[src/rtl/evlist_seq.sv]
module evlist_seq #(
  parameter int DEPTH = 16,
  parameter int EVW   = 5,
  parameter int RTW   = 3,
  parameter int CNTW  = 4
) (
  input  logic            clk,
  input  logic            rst_n,
  input  logic            push_valid,
  input  logic [EVW-1:0]  push_code,
  input  logic            push_nb,
  output logic            push_full,
  output logic            issue_valid,
  input  logic            issue_ready,
  output logic [EVW-1:0]  issue_code,
  output logic            issue_nb,
  input  logic            expect_valid,
  input  logic            expect_side,
  input  logic [RTW-1:0]  expect_type,
  input  logic            rsp_valid,
  input  logic            rsp_side,
  input  logic [RTW-1:0]  rsp_type,
  output logic [CNTW-1:0] pend_req,
  output logic [CNTW-1:0] pend_snp,
  output logic            rsp_err,
  output logic            fin_pulse
);
  localparam int AW = $clog2(DEPTH);
  localparam int NT = 1 << RTW;
  localparam logic [CNTW-1:0] CMAX = '1;

  logic [EVW:0]    slots [DEPTH];
  logic [AW-1:0]   wr_ptr, rd_ptr;
  logic [AW:0]     fill;
  logic            active;
  logic [CNTW-1:0] cnt  [2];
  logic [NT-1:0]   mask [2];

  logic empty, idle, fire, push_ok, rsp_hit;

  assign push_full   = (fill == (AW+1)'(DEPTH));
  assign empty       = (fill == '0);
  assign idle        = (cnt[0] == '0) && (cnt[1] == '0);
  assign issue_code  = slots[rd_ptr][EVW-1:0];
  assign issue_nb    = slots[rd_ptr][EVW];
  assign issue_valid = !empty && (issue_nb || idle);
  assign fire        = issue_valid && issue_ready;
  assign push_ok     = push_valid && !push_full;
  assign fin_pulse   = active && empty && idle && !push_valid && !expect_valid;
  assign rsp_hit     = rsp_valid && mask[rsp_side][rsp_type] && (cnt[rsp_side] != '0);
  assign pend_req    = cnt[0];
  assign pend_snp    = cnt[1];

  always_ff @(posedge clk) begin
    if (push_ok) slots[wr_ptr] <= {push_nb, push_code};
  end

  always_ff @(posedge clk) begin
    if (!rst_n) begin
      wr_ptr <= '0;
      rd_ptr <= '0;
      fill   <= '0;
      active <= 1'b0;
      rsp_err <= 1'b0;
    end else begin
      if (push_ok) wr_ptr <= (wr_ptr == AW'(DEPTH-1)) ? '0 : wr_ptr + 1'b1;
      if (fire)    rd_ptr <= (rd_ptr == AW'(DEPTH-1)) ? '0 : rd_ptr + 1'b1;
      fill <= fill + (AW+1)'(push_ok) - (AW+1)'(fire);
      if (fin_pulse)    active <= 1'b0;
      else if (push_ok) active <= 1'b1;
      if (rsp_valid && !rsp_hit) rsp_err <= 1'b1;
    end
  end

  for (genvar s = 0; s < 2; s++) begin : g_side
    logic inc, dec;
    assign inc = expect_valid && (expect_side == 1'(s));
    assign dec = rsp_hit && (rsp_side == 1'(s));
    always_ff @(posedge clk) begin
      if (!rst_n || fin_pulse) begin
        cnt[s]  <= '0;
        mask[s] <= '0;
      end else begin
        cnt[s] <= cnt[s] + CNTW'(inc) - CNTW'(dec);
        if (inc) mask[s][expect_type] <= 1'b1;
      end
    end
  end

  assert_full_reject_R3: assert property (@(posedge clk) disable iff (!rst_n)
    (push_full && push_valid && !fire) |=> push_full);

  assert_expect_counts_R6: assert property (@(posedge clk) disable iff (!rst_n)
    (expect_valid && !rsp_valid) |=> (pend_req != '0 || pend_snp != '0));

  assert_no_wrap_R6: assert property (@(posedge clk) disable iff (!rst_n)
    (expect_valid && !rsp_valid) |-> ((expect_side ? pend_snp : pend_req) != CMAX));

  assert_err_sticky_R8: assert property (@(posedge clk) disable iff (!rst_n)
    rsp_err |=> rsp_err);

  assert_fin_clears_R9: assert property (@(posedge clk) disable iff (!rst_n)
    fin_pulse |=> (pend_req == '0 && pend_snp == '0 && !fin_pulse && !issue_valid));
endmodule

[config.mk]
export PLATFORM = sky130hd
export DESIGN_NAME = evlist_seq
export DESIGN_NICKNAME = d
export VERILOG_FILES = /design/src/rtl/evlist_seq.sv
export SDC_FILE = /design/constraint.sdc
export NUM_CORES = 1
export LEC_CHECK = 0
export ABC_CLOCK_PERIOD_IN_PS = 9000
export CORE_ASPECT_RATIO = 0.7
export CORE_UTILIZATION = 45
export CTS_BUF_LIST = sky130_fd_sc_hd__clkbuf_2 sky130_fd_sc_hd__clkbuf_4 sky130_fd_sc_hd__clkbuf_8
export DETAILED_ROUTE_END_ITERATION = 7
export MAX_ROUTING_LAYER = met4
export PLACE_DENSITY_LB_ADDON = 0.15
export SKIP_LAST_GASP = 1
export SLEW_MARGIN = 10
export SYNTH_ARGS = -nofsm -noshare
export SYNTH_HDL_FRONTEND = slang
export SYNTH_SLANG_ARGS = --single-unit
[constraint.sdc]
create_clock -name clk -period 9 [get_ports clk]
set_clock_uncertainty 0.05 [all_clocks]
set_input_delay 1.35 -clock clk [delete_from_list [all_inputs] [get_ports clk]]
set_output_delay 1.35 -clock clk [all_outputs]
set_load 0.02 [all_outputs]
==> metrics.cfg <==
[clocking]
cts_setup_buffers = 0
clock_latency_ns = 0.42
cts-htree-levels = 4
post_cts_resized = 0
cts.reportedPaths.clkPinSlew_ns = 0.08
numCtsBuffers = 17
clockBufferDepth = 2
tritoncts = built
cts-root-buf = clkbuf_8
cts_hold_buf = 0
cts_num_sinks = 139

[die]
coreArea_um2 = 12700
die_y_um = 98.8
ioPinCount = 38
die_w_um = 140
die-area_um2 = 13800
start_util_pct = 47.3
num_rows = 34

[drt]
antenna_left = 0
drt_iter0_markers = 350
viasPerCell = 5.56
drc = 0
vias = 3441
wl_um = 12200
drt_pre_antenna_iters = 4
wl_per_cell_um = 19.7

[layout]
fin_cells = 619
fin_area_um2 = 6980
final_cell_mix = edfxtp_1 (104), nor2_1 (47), clkdlybuf4s50_1 (37), dfxtp_1 (35), mux4_2 (31)
drive_gt1_share_pct = 16.0
diodes = 0
nNetsFinal = 489
final_common_cell = edfxtp_1
area_growth_pct = 15.9

[setup_path]
critPathKind = reg2out
arrival_ns = 2.87
worstPathRequired_ns = 7.60
path_max_fanout = 4
worstSetupStartpointType = register
cp-end-kind = output pin

[sta]
slew_violations = 0
worst-slew-pin-transition_ns = 1.11
clock.fmax_ghz = 0.234
min_period_ns = 4.27
rsz0062_at_grt = no
finalHoldViolCount = 0
period_share_pct = 47.5
final-setup-viol-count = 0
fin_tns_setup_ns = 0
slew_headroom_pct = 25.4

[synth]
synth_edf_count = 104
synth_area_um2 = 6020
synth.avg_cell_area_um2 = 15.0
synth_top_flop_cell = edfxtp_1
synth_nets = 445
synthDistinctLibCells = 46
ys_async_sr_fraction_pct = 0
syn_inst = 401
synthAdderAreaFrac_pct = 5.36
yosys_warnings = 0
ys_ff_latch = 139
synth.mux.area_fraction_pct = 14.1
synth_xor_area_share_pct = 1.16
synth-compound-area-share_pct = 5.01
synthSimpleGateAreaFrac_pct = 8.00
synth_top_family_by_area = multiplexers
synth-seq-area-share_pct = 63.5

[run_status]
outcome = complete, no violations

[place]
io_buffers = 37
place.gp.congestion = 0.830
place_area_um2 = 6550
dp.cells = 588
place_hpwl_um = 8580

[min_path]
holdCritPathClass = reg2reg

[grt]
grt_pass1_vias = 3314
grt_max_degree = 25
globalRouteOverflowTotal = 0
grt_pass1_wl_um = 19300
grt_antenna_before_repair = 0
grt_usage_pct = 19.7

[pwr]
p_per_area_nw_per_um2 = 250
ir_drop_v = 0.000106
total_power_mw = 1.75
leakage_nw = 2.36

[flow_run]
timing.max_cap.violations = 0

-- report_power, final --
| part | switching, mW | total [mW] | internal (mW) |
|---|---|---|---|
| sequential | 0.0264 | 0.753 | 0.727 |
| combinational | 0.231 | 0.444 | 0.212 |
| clock | 0.246 | 0.549 | 0.302 |
-- critical path, cell delays in order, from the launching register on --
cell and delay [ns]:
dfxtp_1 0.33, inv_1 0.08, ha_1 0.14, nor4bb_1 0.65, a21o_1 0.26, a2bb2oi_2 0.23, and2_1 0.15, clkdlybuf4s50_1 0.59
-- routing by layer --
layer  GRT usage, %  routed length (µm)  up-vias  part of all wire [%]
li1               -                   -     1596                     -
met1           29.9                6300     1731                    52
met2           25.3                5000      106                    41
met3           5.49                 809        8                   6.6
met4           6.26                 103        0                  0.84
met5              -                   0        -                     0
-- registers in the layout (all words and copies together), names as in the netlist, named ones only --
signal,count
active,1
cnt,8
fill,5
mask,16
rd_ptr,4
rsp_err,1
slots,96
wr_ptr,4
-- area by class of cell --
class                   count  area [µm²]
repair buffers             41         400
flip-flops and latches    139        3820
clock buffers              17         234
inverters                  26        97.6
multi-input cells         220        2020
well taps                 162         203
fillers                  1016        5740
clock inverters            14         194
-- worst paths after layout --
kind                         end                  from  depth (start not counted)  slack, ns
max                  issue_valid  cnt[1][2]$_SDFF_PP0_                          7       4.73
min          active$_SDFFE_PP0P_   active$_SDFFE_PP0P_                          2       0.44
max reg2reg   fill[4]$_SDFF_PN0_              register                         14       5.49
min reg2reg  active$_SDFFE_PP0P_   active$_SDFFE_PP0P_                          2       0.44
-- synth_stat cells (all sizes together), types with 2 or more instances --
cell type  number  area (µm²)
and3            2        17.5
xnor2           4        35.0
buf             4        26.3
dfxtp          35         701
nor3            8        40.0
nor4bb          2        20.0
a21oi          17        85.1
o2bb2ai         2        23.8
fa              3        60.1
nand3           3        15.0
mux2i           7        82.6
o31ai           3        27.5
inv            26        97.6
nor2           47         176
a31oi           5        31.3
ha             21         263
edfxtp        104        3120
nand2          14        52.6
and2            6        37.5
o21ai          12        60.1
a21o            4        30.0
xor2            4        35.0
clkbuf         12        46.3
nor2b           5        31.3
mux4           33         751
nand2b          6        37.5
-- logic make-up after synthesis --
kind of cell	Yosys count
flip-flops	139
XOR/XNOR	8
AO/OA/AOI/OAI	47
multiplexers	41
buffers and inverters	42
AND/OR/NAND/NOR	100
adder cells (fa/ha/maj)	24
-- per-stage QoR --
| stage | hold slack, ns | utilization, % | setup WS [ns] |
|---|---|---|---|
| 2_1_floorplan | 0.381 | - | 5.29 |
| 3_3_place_gp | 0.411 | 51.5 | 4.79 |
| 3_5_place_dp | 0.424 | 51.5 | 4.73 |
| 4_1_cts | 0.445 | 54.8 | 4.66 |
| 5_1_grt | 0.478 | 54.8 | 4.55 |
| 6_report | 0.444 | 54.8 | 4.73 |
No activity file was read; power rests on OpenSTA's default activity.
